### src/rtl/coproc_ctl_pkg.sv
package coproc_ctl_pkg;
  localparam int CTL_REL_BIT  = 0;
  localparam int CTL_BREQ_BIT = 1;
  localparam int OWN_IRQ_LVL  = 2;
  localparam int WORD_FLAG_BIT = 8;

  typedef struct packed {
    logic breq;
    logic rel;
  } ctl_bits_t;
endpackage

### src/rtl/coproc_ctl_regs.sv
module coproc_ctl_regs
  import coproc_ctl_pkg::*;
(
  input  logic      clk,
  input  logic      rst,
  input  logic      we,
  input  logic [1:0] wd,
  input  logic      stopped,
  output ctl_bits_t ctl_q,
  output logic      halt_q,
  output logic      pulse_q,
  output logic      halt_chg,
  output logic      breq_nxt
);
  ctl_bits_t ctl_n;
  logic      halt_n;
  logic      pulse_n;

  always_comb begin
    ctl_n   = ctl_q;
    halt_n  = halt_q;
    pulse_n = 1'b0;
    if (we) begin
      if (wd[CTL_REL_BIT]) begin
        pulse_n    = !ctl_q.rel;
        halt_n     = wd[CTL_BREQ_BIT];
        ctl_n.rel  = 1'b1;
        ctl_n.breq = wd[CTL_BREQ_BIT];
      end else begin
        halt_n     = 1'b1;
        ctl_n.rel  = 1'b0;
        ctl_n.breq = 1'b1;
      end
      if (stopped) ctl_n.breq = 1'b0;
    end
  end

  assign halt_chg = we && (halt_n != halt_q);
  assign breq_nxt = ctl_n.breq;

  always_ff @(posedge clk) begin
    if (rst) begin
      ctl_q   <= '{breq: 1'b1, rel: 1'b0};
      halt_q  <= 1'b1;
      pulse_q <= 1'b0;
    end else begin
      ctl_q   <= ctl_n;
      halt_q  <= halt_n;
      pulse_q <= pulse_n;
    end
  end

  AST_PULSE_ONE_CYCLE: assert property (@(posedge clk) disable iff (rst)
    pulse_q |=> !pulse_q);
  AST_PULSE_FROM_LOW: assert property (@(posedge clk) disable iff (rst)
    $rose(ctl_q.rel) |-> pulse_q);
  AST_UNRELEASED_HALTS: assert property (@(posedge clk) disable iff (rst)
    !ctl_q.rel |-> halt_q);
  AST_STOPPED_NO_BREQ: assert property (@(posedge clk) disable iff (rst)
    (we && stopped) |=> !ctl_q.breq);
endmodule

### src/rtl/coproc_ctl_grant.sv
module coproc_ctl_grant (
  input  logic clk,
  input  logic rst,
  input  logic halt_chg,
  input  logic breq_nxt,
  input  logic dma_active,
  input  logic halt_q,
  output logic grant_q,
  output logic pause_q
);
  always_ff @(posedge clk) begin
    if (rst) begin
      grant_q <= 1'b1;
      pause_q <= 1'b0;
    end else if (halt_chg) begin
      grant_q <= breq_nxt;
      if (breq_nxt) pause_q <= pause_q | dma_active;
      else          pause_q <= 1'b0;
    end
  end

  AST_GRANT_HOLDS: assert property (@(posedge clk) disable iff (rst)
    $stable(halt_q) |-> $stable(grant_q));
  AST_PAUSE_NEEDS_GRANT: assert property (@(posedge clk) disable iff (rst)
    pause_q |-> grant_q);
endmodule

### src/rtl/coproc_ctl_irq.sv
module coproc_ctl_irq
  import coproc_ctl_pkg::*;
#(
  parameter int LVL_W = 3,
  localparam int NUM_LVL = 1 << LVL_W
) (
  input  logic               clk,
  input  logic               rst,
  input  logic               set_we,
  input  logic               set_d,
  input  logic               ack,
  input  logic [NUM_LVL-1:0] mask,
  input  logic [NUM_LVL-1:0] ext_pend,
  output logic               own_q,
  output logic [LVL_W-1:0]   level_q
);
  logic               own_n;
  logic [NUM_LVL-1:0] hit;
  logic [LVL_W-1:0]   level_n;

  always_comb begin
    own_n = own_q;
    if (ack) own_n = 1'b0;
    if (set_we && set_d && mask[OWN_IRQ_LVL]) own_n = 1'b1;
  end

  assign hit[0] = 1'b0;
  for (genvar i = 1; i < NUM_LVL; i++) begin : g_hit
    if (i == OWN_IRQ_LVL) begin : g_own
      assign hit[i] = (own_n | ext_pend[i]) & mask[i];
    end else begin : g_ext
      assign hit[i] = ext_pend[i] & mask[i];
    end
  end

  always_comb begin
    level_n = '0;
    for (int i = 1; i < NUM_LVL; i++) begin
      if (hit[i]) level_n = LVL_W'(i);
    end
  end

  always_ff @(posedge clk) begin
    if (rst) begin
      own_q   <= 1'b0;
      level_q <= '0;
    end else begin
      own_q   <= own_n;
      level_q <= level_n;
    end
  end

  AST_SET_NEEDS_ENABLE: assert property (@(posedge clk) disable iff (rst)
    $rose(own_q) |-> $past(mask[OWN_IRQ_LVL]));
  AST_ACK_CLEARS: assert property (@(posedge clk) disable iff (rst)
    (ack && !set_we) |=> !own_q);
  AST_OWN_LEVEL_SEEN: assert property (@(posedge clk) disable iff (rst)
    (own_n && mask[OWN_IRQ_LVL]) |=> (level_q >= LVL_W'(OWN_IRQ_LVL)));
endmodule

### src/rtl/coproc_ctl.sv
module coproc_ctl
  import coproc_ctl_pkg::*;
#(
  parameter int ADDR_W = 6,
  parameter int LVL_W  = 3,
  localparam int NUM_LVL = 1 << LVL_W
) (
  input  logic               clk,
  input  logic               rst,
  input  logic               wr_en,
  input  logic               wr_word,
  input  logic [ADDR_W-1:0]  wr_addr,
  input  logic [15:0]        wr_data,
  input  logic               rd_en,
  input  logic [ADDR_W-1:0]  rd_addr,
  output logic [15:0]        rd_data,
  input  logic               sub_stopped,
  input  logic [NUM_LVL-1:0] irq_mask,
  input  logic [NUM_LVL-1:0] ext_pend,
  input  logic               irq_ack,
  input  logic               dma_active,
  output logic               sub_reset_pulse,
  output logic               sub_halt,
  output logic [LVL_W-1:0]   sub_irq_level,
  output logic               prg_grant,
  output logic               dma_pause
);
  logic      wr_hit, rd_hit;
  logic      ctl_we, flag_we, flag_d;
  ctl_bits_t ctl_q;
  logic      halt_chg, breq_nxt, own_q;
  logic      unused_bits;

  assign wr_hit  = wr_en && (wr_addr[ADDR_W-1:1] == '0);
  assign rd_hit  = (rd_addr[ADDR_W-1:1] == '0);
  assign ctl_we  = wr_hit && (wr_word || wr_addr[0]);
  assign flag_we = wr_hit && (wr_word || !wr_addr[0]);
  assign flag_d  = wr_word ? wr_data[WORD_FLAG_BIT] : wr_data[0];
  assign unused_bits = ^{wr_data[15:9], wr_data[7:2], rd_addr[0]};

  coproc_ctl_regs u_regs (
    .clk      (clk),
    .rst      (rst),
    .we       (ctl_we),
    .wd       (wr_data[1:0]),
    .stopped  (sub_stopped),
    .ctl_q    (ctl_q),
    .halt_q   (sub_halt),
    .pulse_q  (sub_reset_pulse),
    .halt_chg (halt_chg),
    .breq_nxt (breq_nxt)
  );

  coproc_ctl_grant u_grant (
    .clk        (clk),
    .rst        (rst),
    .halt_chg   (halt_chg),
    .breq_nxt   (breq_nxt),
    .dma_active (dma_active),
    .halt_q     (sub_halt),
    .grant_q    (prg_grant),
    .pause_q    (dma_pause)
  );

  coproc_ctl_irq #(.LVL_W(LVL_W)) u_irq (
    .clk      (clk),
    .rst      (rst),
    .set_we   (flag_we),
    .set_d    (flag_d),
    .ack      (irq_ack),
    .mask     (irq_mask),
    .ext_pend (ext_pend),
    .own_q    (own_q),
    .level_q  (sub_irq_level)
  );

  always_ff @(posedge clk) begin
    if (rst) begin
      rd_data <= '0;
    end else if (rd_en) begin
      rd_data <= rd_hit ? {7'b0, own_q, 6'b0, ctl_q.breq, ctl_q.rel} : 16'h0000;
    end
  end

  AST_RD_RESERVED_ZERO: assert property (@(posedge clk) disable iff (rst)
    ({rd_data[15:9], rd_data[7:2]} == '0));
endmodule

### config.mk
export PLATFORM = sky130hd
export DESIGN_NAME = coproc_ctl
export DESIGN_NICKNAME = d
export VERILOG_FILES = /design/src/rtl/coproc_ctl_pkg.sv /design/src/rtl/coproc_ctl_regs.sv /design/src/rtl/coproc_ctl_grant.sv /design/src/rtl/coproc_ctl_irq.sv /design/src/rtl/coproc_ctl.sv
export SDC_FILE = /design/constraint.sdc
export NUM_CORES = 1
export LEC_CHECK = 0
export BUFFER_PORTS_ARGS = -buffer_cell sky130_fd_sc_hd__buf_2
export CAP_MARGIN = 20
export CORE_UTILIZATION = 31
export DETAILED_ROUTE_END_ITERATION = 7
export PLACE_DENSITY = 0.87
export SYNTH_ARGS = -nofsm -noshare
export SYNTH_HDL_FRONTEND = slang
export SYNTH_SLANG_ARGS = --single-unit
### constraint.sdc
create_clock -name clk -period 1.4 [get_ports clk]
set_input_delay 0.28 -clock clk [delete_from_list [all_inputs] [get_ports clk]]
set_output_delay 0.28 -clock clk [all_outputs]
set_load 0.005 [all_outputs]
Yosys cells after proc, flatten, opt, wreduce, memory -nomap -nowiden
Cells that the tools add are included.
- bits in registers: 26
- input port bits: 52
- output and inout port bits: 23
- logic and storage cells: 51
- eq/ne operators: 1
- muxes and demuxes: 17
- bitwise gates (word level): 11
- reduce and logical (&&, ||, !) cells: 13
- operator list (cell ; count):
    $mux W3 ; 4
    $logic_not A5 Y1 ; 2
    $mux W9 ; 1
    $mux W1 ; 8
    $mux W2 ; 4
    $and A1 B1 Y1 ; 7
    $logic_and A1 B1 Y1 ; 6
    $reduce_or A3 Y1 ; 1
    $logic_not A1 Y1 ; 2
    $logic_or A1 B1 Y1 ; 2
    $not A1 Y1 ; 2
    $or A1 B1 Y1 ; 2
    $ne A1 B1 Y1 ; 1

Logic depth before layout (Yosys ltp)
Gate-level depths: netlist (run 1).
- depth in word-level cells: 14
- gate-level depth with buffers: 5
- mapped depth without buffers: 4

Hierarchy
A second synthesis (run 1) with hierarchy kept.
- cell total of the unflattened synthesis: 77
- area, all modules: 720.7 um2
- modules (own cells, without submodules) (module ; instances ; cells each ; area each (um2) ; sequential area each (um2)):
    coproc_ctl ; 1 ; 30 ; 257.7 ; 60.1
    coproc_ctl_irq ; 1 ; 21 ; 195.2 ; 80.1
    coproc_ctl_regs ; 1 ; 19 ; 193.9 ; 80.1
    coproc_ctl_grant ; 1 ; 7 ; 73.8 ; 40.0

Worst setup path after synthesis (run 1)
No wires, ideal clock.
- kind: input to register
- start point: in wr_data[8]
- end point: reg u_irq.level_q[0]
- library setup time: 0.079 ns
- arrival time: 1.343 ns
- required time: 1.321 ns
- path slack: -0.023 ns
- stages: 4
- buffers on the path: 0
- path through: and2_0 > o2111a_1 > or4_1 > a211oi_2
- word-level cells in the longest chain between the ends: 12
- ends and longest elaborated chain (element ; line ; text):
    start, declared ; coproc_ctl.sv:13 ; input logic [15:0] wr_data,
    $mux W1 ; coproc_ctl.sv:38 ; assign flag_d = wr_word ? wr_data[WORD_FLAG_BIT] : wr_data[0];
    $logic_and A1 B1 Y1 (2 in series) ; coproc_ctl_irq.sv:24 ; if (set_we && set_d && mask[OWN_IRQ_LVL]) own_n = 1'b1;
    $mux W1 ; coproc_ctl_irq.sv:24 ;
    $or A1 B1 Y1 ; coproc_ctl_irq.sv:30 ; assign hit[i] = (own_n | ext_pend[i]) & mask[i];
    $and A1 B1 Y1 ; coproc_ctl_irq.sv:30 ;
    $mux W2 (2 in series) ; coproc_ctl_irq.sv:39 ; if (hit[i]) level_n = LVL_W'(i);
    $mux W3 (4 in series) ; coproc_ctl_irq.sv:39 ;
    end signal, assigned ; coproc_ctl_irq.sv:49 ; level_q <= level_n;
    end, declared ; coproc_ctl_irq.sv:15 ; output logic [LVL_W-1:0] level_q
No other way between the ends.
A chain may end at the register's enable or synchronous reset.

Worst setup path after layout (run 1)
- start point: in wr_word
- end point: reg u_irq.level_q[0]
- word-level cells in the longest chain between the ends: 13
- elaborated cells between the ends (all ways): 14
- classes of those cells: mux: 8; bitwise: 2; reduce/logical: 4
- ends and longest elaborated chain (element ; line ; text):
    start, declared ; coproc_ctl.sv:11 ; input logic wr_word,
    $logic_or A1 B1 Y1 ; coproc_ctl.sv:37 ; assign flag_we = wr_hit && (wr_word || !wr_addr[0]);
    $logic_and A1 B1 Y1 ; coproc_ctl.sv:37 ;
    $logic_and A1 B1 Y1 (*) (2 in series) ; coproc_ctl_irq.sv:24 ;
    $mux W1 (*) ; coproc_ctl_irq.sv:24 ;
    $or A1 B1 Y1 (*) ; coproc_ctl_irq.sv:30 ;
    $and A1 B1 Y1 (*) ; coproc_ctl_irq.sv:30 ;
    $mux W2 (*) (2 in series) ; coproc_ctl_irq.sv:39 ;
    $mux W3 (*) (4 in series) ; coproc_ctl_irq.sv:39 ;
Every way passes the cells marked *; elsewhere a longest branch is shown, timed or not.

==> out/results.ini, run 1 <==
[global_routing]
grt_max_degree=11
grt-ovfl-total=0
grt_util_all_layers=0.141
antenna_found_initial=0
grt_pass1_vias=687
grt_pass1_wl_um=2740

[sta]
finalSetupTns_ns=0
final_min_period_over_clock_period=0.944
finalClockSkew_ns=0.00217
grt_setup_unrepaired=false
finalCriticalPeriod_ns=1.32
clock.fmax_mhz=757
setup_viol=0
hold_viol_final=0
slew_violations=0

[clock_network]
numCtsBuffers=3
clk_transition_reported_paths_ns=0.07
worstSkewPairLatency_ns=0.26
cts_root_buffer=clkbuf_4
cts_max_level=1
cts.hold.buffers_added=0
clkSinkCount=13
clockBufferDepth=2
cts_resized=0
postCtsSetupRepairBufs=0
tritoncts=yes

[pwr]
leakagePower_uw=0.000500
power_uw=724
power-per-cell-area_mw_per_mm2=724
vdd_drop_max_mv=0.374

[run_status]
status=completed

[placement]
numPortBuffers=45
place_hpwl_um=1460
place.gp.congestion=0.671

[cells_and_area]
nets=189
final_layout_size_suffix_gt1_frac=0.434
n_fill_cell=234
insertedDiodeCount=0
regArea_um2=260
multi_input_area_um2=405
area_growth_pct=37.2

[synth]
synth_cell_types=33
synth_seq_area_share=0.357
synth.top_cell.area_share=0.357
netlist_area_um2=729
synth_edf_count=0
async_reset_ff_frac=0
yosys.area.top_type=dfxtp_1
synth_area_per_cell_um2=8.68
ys_top_cells_by_area=dfxtp_1 (36%), buf_4 (13%), nor2b_1 (5.1%)
yosysWarnings=0
yosys-top-cells-count=buf_4 (13), dfxtp_1 (13), nor2_1 (8)
synth_flop_cell=dfxtp_1
synth_seq_cells=13
syn_inst=84

[die]
core-area_mm2=0.00221
io_pins=75
start_util=0.330
core.rowCount=17
die_y_um=50.5
die_x_um=50.5
dieArea_mm2=0.00255

[setup_path]
crit_type=primary input to flop
end_kind=flop
cp.arrival_ns=1.50
worstPathMaxFanout=3
crit_path_start_kind=primary input
cp.required_ns=1.58

[hold_path]
hold_class=primary input to flop

[detailed_routing]
route.detailed.drc=0
antenna_left=0
vias=768
dr.pass1.iters=4
drt_iter0_drc=11
drt-vias-per-instance=4.68
drt-total-wl_um=1680
wire_per_inst_um=10.3

[flow_run]
max_cap_violations=0

flip-flops by register name (all words and copies together), names as in the netlist:
register,flops
rd_data,3
u_irq.level_q,3
u_regs.ctl_q,2
u_grant.grant_q,1
u_grant.pause_q,1
u_irq.own_q,1
u_regs.halt_q,1
u_regs.pulse_q,1
through the flow:
step	hold WS [ns]	util	setup slack, ns	instance area [µm²]	instances
finish	0.318	0.452	0.0781	1000	164
global route	0.318	0.452	0.0256	1000	164
CTS	0.314	0.452	0.0709	1000	164
detailed placement	0.482	0.441	-0.194	975	160
global placement	0.451	0.441	-0.189	975	160
floorplan	0.423	-	-0.0229	774	96
cell type report:
cell class / count / share of cell area
flip-flops and latches: 13 / 0.260
clock buffers: 4 / 0.0263
well taps: 28 / 0.0350
multi-input cells: 67 / 0.405
inverters: 1 / 0.00375
repair buffers: 51 / 0.270
final timing paths:
| kind | from | endpoint | slack, ns | cells after the start |
|---|---|---|---|---|
| worst max-delay path | wr_word | u_irq.level_q[0] | 0.08 | 5 |
| worst min register to register | u_regs.ctl_q[0] | u_regs.pulse_q | 0.48 | 1 |
| worst max register to register | u_irq.own_q | u_irq.level_q[0] | 0.17 | 3 |
| worst min-delay path | wr_data[0] | u_regs.pulse_q | 0.32 | 2 |
where the power goes:
| part | internal [µW] | switching [µW] |
|---|---|---|
| Sequential | 378 | 2.37 |
| Combinational | 65.8 | 64.9 |
| Clock | 110 | 103 |
| Total | 554 | 171 |
cell usage in the layout (no fill, tap or decap), types with 2 or more instances in the layout:
| cell type | netlist | final |
|---|---|---|
| nor2b_1 | 6 | 6 |
| nor2_1 | 8 | 8 |
| or4_1 | 2 | 2 |
| nand2_1 | 7 | 7 |
| buf_2 | 0 | 45 |
| buf_4 | 13 | 6 |
| dfxtp_1 | 13 | 13 |
| clkbuf_4 | 0 | 3 |
| conb_1 | 1 | 13 |
| a21oi_1 | 6 | 6 |
| a211oi_1 | 2 | 2 |
| nor3b_1 | 2 | 2 |
critical path, stage by stage:
cell      delay, ns
buf_2          0.11
and2_0         0.13
o2111a_1       0.25
or4_1          0.52
a211oi_2       0.21
layer usage:
metal / track usage / wire length, µm / up-vias / share of wire
li1: - / - / 383 / -
met1: 0.165 / 691 / 345 / 0.41
met2: 0.258 / 877 / 40 / 0.52
met3: 0.0182 / 111 / 0 / 0.066
met4: 0.0556 / 0 / 0 / 0
met5: 0 / 0 / - / 0
kinds of logic (layout without fill, tap and decap cells):
kind of cell	count (synthesis)	count (layout)	synth area share
AND/OR/NAND/NOR	33	33	0.264
flip-flops	13	13	0.357
XOR/XNOR	1	1	0.0120
multiplexers	1	1	0.0137
other	1	13	0.00514
buffers and inverters	16	56	0.149
AO/OA/AOI/OAI	19	19	0.199
(Power assumes the default switching activity.)
==> run 2, diff against run 1 <==
--- a/config.mk
+++ b/config.mk
@@ -7,9 +7,10 @@
 export LEC_CHECK = 0
 export BUFFER_PORTS_ARGS = -buffer_cell sky130_fd_sc_hd__buf_2
 export CAP_MARGIN = 20
+export CORE_ASPECT_RATIO = 0.75
 export CORE_UTILIZATION = 31
 export DETAILED_ROUTE_END_ITERATION = 7
-export PLACE_DENSITY = 0.87
+export PLACE_DENSITY_LB_ADDON = 0.12
 export SYNTH_ARGS = -nofsm -noshare
 export SYNTH_HDL_FRONTEND = slang
 export SYNTH_SLANG_ARGS = --single-unit
==> run 2 against run 1 <==
The flow now finishes with violations (design-rule violations). Non-clock buffer count up 1. Global-route usage up 0.23 points. First-iteration DRC count unchanged. Via count down 5.2%. Sequential cell count unchanged. Die area about the same. Sequential power about the same. Worst hold slack worse by 0.021 ns. Clock power up 6%. Sequential share of layout area down 0.065 points. Largest cell class unchanged.
==> out/results.ini, run 2 (synthesis results as in run 1) <==
[placement]
placed_area_um2=977  ; was 975 µm²
place.gp.congestion=0.742  ; was 0.671
place_hpwl_um=1320  ; was 1460 µm
numPortBuffers=45  ; unchanged

[setup_path]
slowest_stage=or4b_2  ; was or4_1
cp_top_family=simple AND/OR/NAND/NOR gates  ; unchanged
max_stage_delay_ns=0.65  ; was 0.52 ns
crit_type=primary input to flop  ; unchanged
r2r_cells=3  ; unchanged
r2r_slack_ns=0.20  ; was 0.17 ns
cp.required_ns=1.61  ; was 1.58 ns
worstPathMaxFanout=3  ; unchanged
reg2reg_to=u_irq.level_q[0]  ; unchanged
end_kind=flop  ; unchanged
r2r_start=u_irq.own_q  ; unchanged
cp.arrival_ns=1.49  ; was 1.50 ns
crit_path_start_kind=primary input  ; unchanged
cp_cell_sequence=buf_2, or4b_2, nor3_1, buf_4, a21oi_1, nor2_1  ; was buf_2, and2_0, o2111a_1, or4_1, a211oi_2
path_buf_inv=2  ; was 1

[pwr]
vdd_drop_max_mv=0.295  ; was 0.374 mV
power-per-cell-area_mw_per_mm2=736  ; was 724 mW/mm²
leakagePower_uw=0.000506  ; was 0.000500 µW

[sta]
final_min_period_over_clock_period=0.917  ; was 0.944
hold_ws_ns=0.297  ; was 0.318 ns
finalClockSkew_ns=0.00140  ; was 0.00217 ns
hold_viol_final=0  ; unchanged
setup_viol=0  ; unchanged
slew_violations=0  ; unchanged
finalCriticalPeriod_ns=1.28  ; was 1.32 ns
grt_setup_unrepaired=false  ; unchanged
clock.fmax_mhz=779  ; was 757 MHz

[global_routing]
grt_util_all_layers=0.143  ; was 0.141
grt_pass1_vias=663  ; was 687
grt_pass1_wl_um=2730  ; was 2740 µm
grt_max_degree=11  ; unchanged
antenna_found_initial=0  ; unchanged
grt-ovfl-total=0  ; unchanged

[die]
die_x_um=58.0  ; was 50.5 µm
core.rowCount=14  ; was 17
dieArea_mm2=0.00255  ; about the same
die_y_um=44.0  ; was 50.5 µm
core-area_mm2=0.00210  ; was 0.00221 mm²
io_pins=75  ; unchanged
start_util=0.347  ; was 0.330

[cells_and_area]
n_fill_cell=220  ; was 234
final_area_mm2=0.00100  ; about the same
area_growth_pct=37.6  ; was 37.2%
layout_common_cells=buf_2 (45), conb_1 (13), dfxtp_1 (13)  ; unchanged
final_layout_size_suffix_gt1_frac=0.438  ; was 0.434
insertedDiodeCount=0  ; unchanged
nets=190  ; was 189
reg_top3=rd_data: 3 flops, u_irq.level_q: 3 flops, u_regs.ctl_q: 2 flops  ; unchanged
final_common_cell=buf_2  ; unchanged

[hold_path]
min_from=irq_ack  ; was wr_data[0]
hold_class=primary input to flop  ; unchanged
hold_end=u_irq.own_q  ; was u_regs.pulse_q
min_delay_path_depth=4  ; was 2

[detailed_routing]
drt-total-wl_um=1580  ; was 1680 µm
wire_per_inst_um=9.80  ; was 10.3 µm
drt_iter0_drc=11  ; unchanged
vias=728  ; was 768
antenna_left=0  ; unchanged
dr.pass1.iters=6  ; was 4
route.detailed.drc=6  ; was 0
drt-vias-per-instance=4.52  ; was 4.68

[clock_network]
numCtsBuffers=3  ; unchanged
clk_transition_reported_paths_ns=0.07  ; about the same
cts_resized=0  ; unchanged
tritoncts=yes  ; unchanged
clockBufferDepth=2  ; unchanged
clkSinkCount=13  ; unchanged
cts_root_buffer=clkbuf_4  ; unchanged
cts.hold.buffers_added=0  ; unchanged
cts_max_level=1  ; unchanged
worstSkewPairLatency_ns=0.27  ; was 0.26 ns
postCtsSetupRepairBufs=0  ; unchanged

[run_status]
violations=design-rule violations
status=complete, but fails checks  ; was completed

[flow_run]
max_cap_violations=0  ; unchanged

[run 2: cell count changes in the layout (fill, tap and decap cells not counted), sizes merged]
cell,previous run,this run
buf,51,52
[run 2: metrics by stage]
stage	cells	util	total power [µW]	setup WS, ns	setup TNS [ns]
2_1_floorplan	96	-	468	-0.0229	-0.0229
3_3_place_gp	157	0.465	522	-0.170	-0.733
3_5_place_dp	157	0.465	523	-0.157	-0.891
4_1_cts	161	0.477	756	0.121	0
5_1_grt	161	0.477	799	0.0430	0
6_report	161	0.477	739	0.117	0
[run 2: area by class of cell]
cell class | instances | area (µm²) | area share
clock buffers | 4 | 26.3 | 0.0262
inverters | 1 | 3.75 | 0.00374
multi-input cells | 67 | 405 | 0.404
flip-flops and latches | 13 | 260 | 0.259
well taps | 24 | 30.0 | 0.0299
repair buffers | 52 | 278 | 0.277
[run 2: metal layers]
metal	up-vias	part of all wire	track usage
met1	299	0.49	0.172
li1	386	-	-
met4	0	0.0089	0.0524
met2	41	0.40	0.234
met3	2	0.097	0.0585
met5	-	0	0
[run 2: where the power goes]
part	total (µW)	internal, µW	switching, µW
combinational	133	68.9	64.4
clock	225	110	114
sequential	381	378	2.70
[run 2: worst max-delay path by stage]
| stage | startpoint | endpoint | slack, ns | cells past startpoint |
|---|---|---|---|---|
| global placement | wr_word | u_irq.level_q[0] | -0.17 | 5 |
| finish | rd_addr[4] | rd_data[8] | 0.12 | 6 |
| detailed placement | rd_addr[4] | rd_data[8] | -0.16 | 6 |
| floorplan | wr_data[8] | u_irq.level_q[0] | -0.02 | 4 |
| global route | rd_addr[4] | rd_data[8] | 0.04 | 6 |
| CTS | rd_addr[4] | rd_data[8] | 0.12 | 6 |
[run 2: worst reg2reg max path: stages, from the launching register on]
cell      delay (ns)
dfxtp_1         0.31
nor2b_1         0.15
or4_1           0.48
a211oi_2        0.19
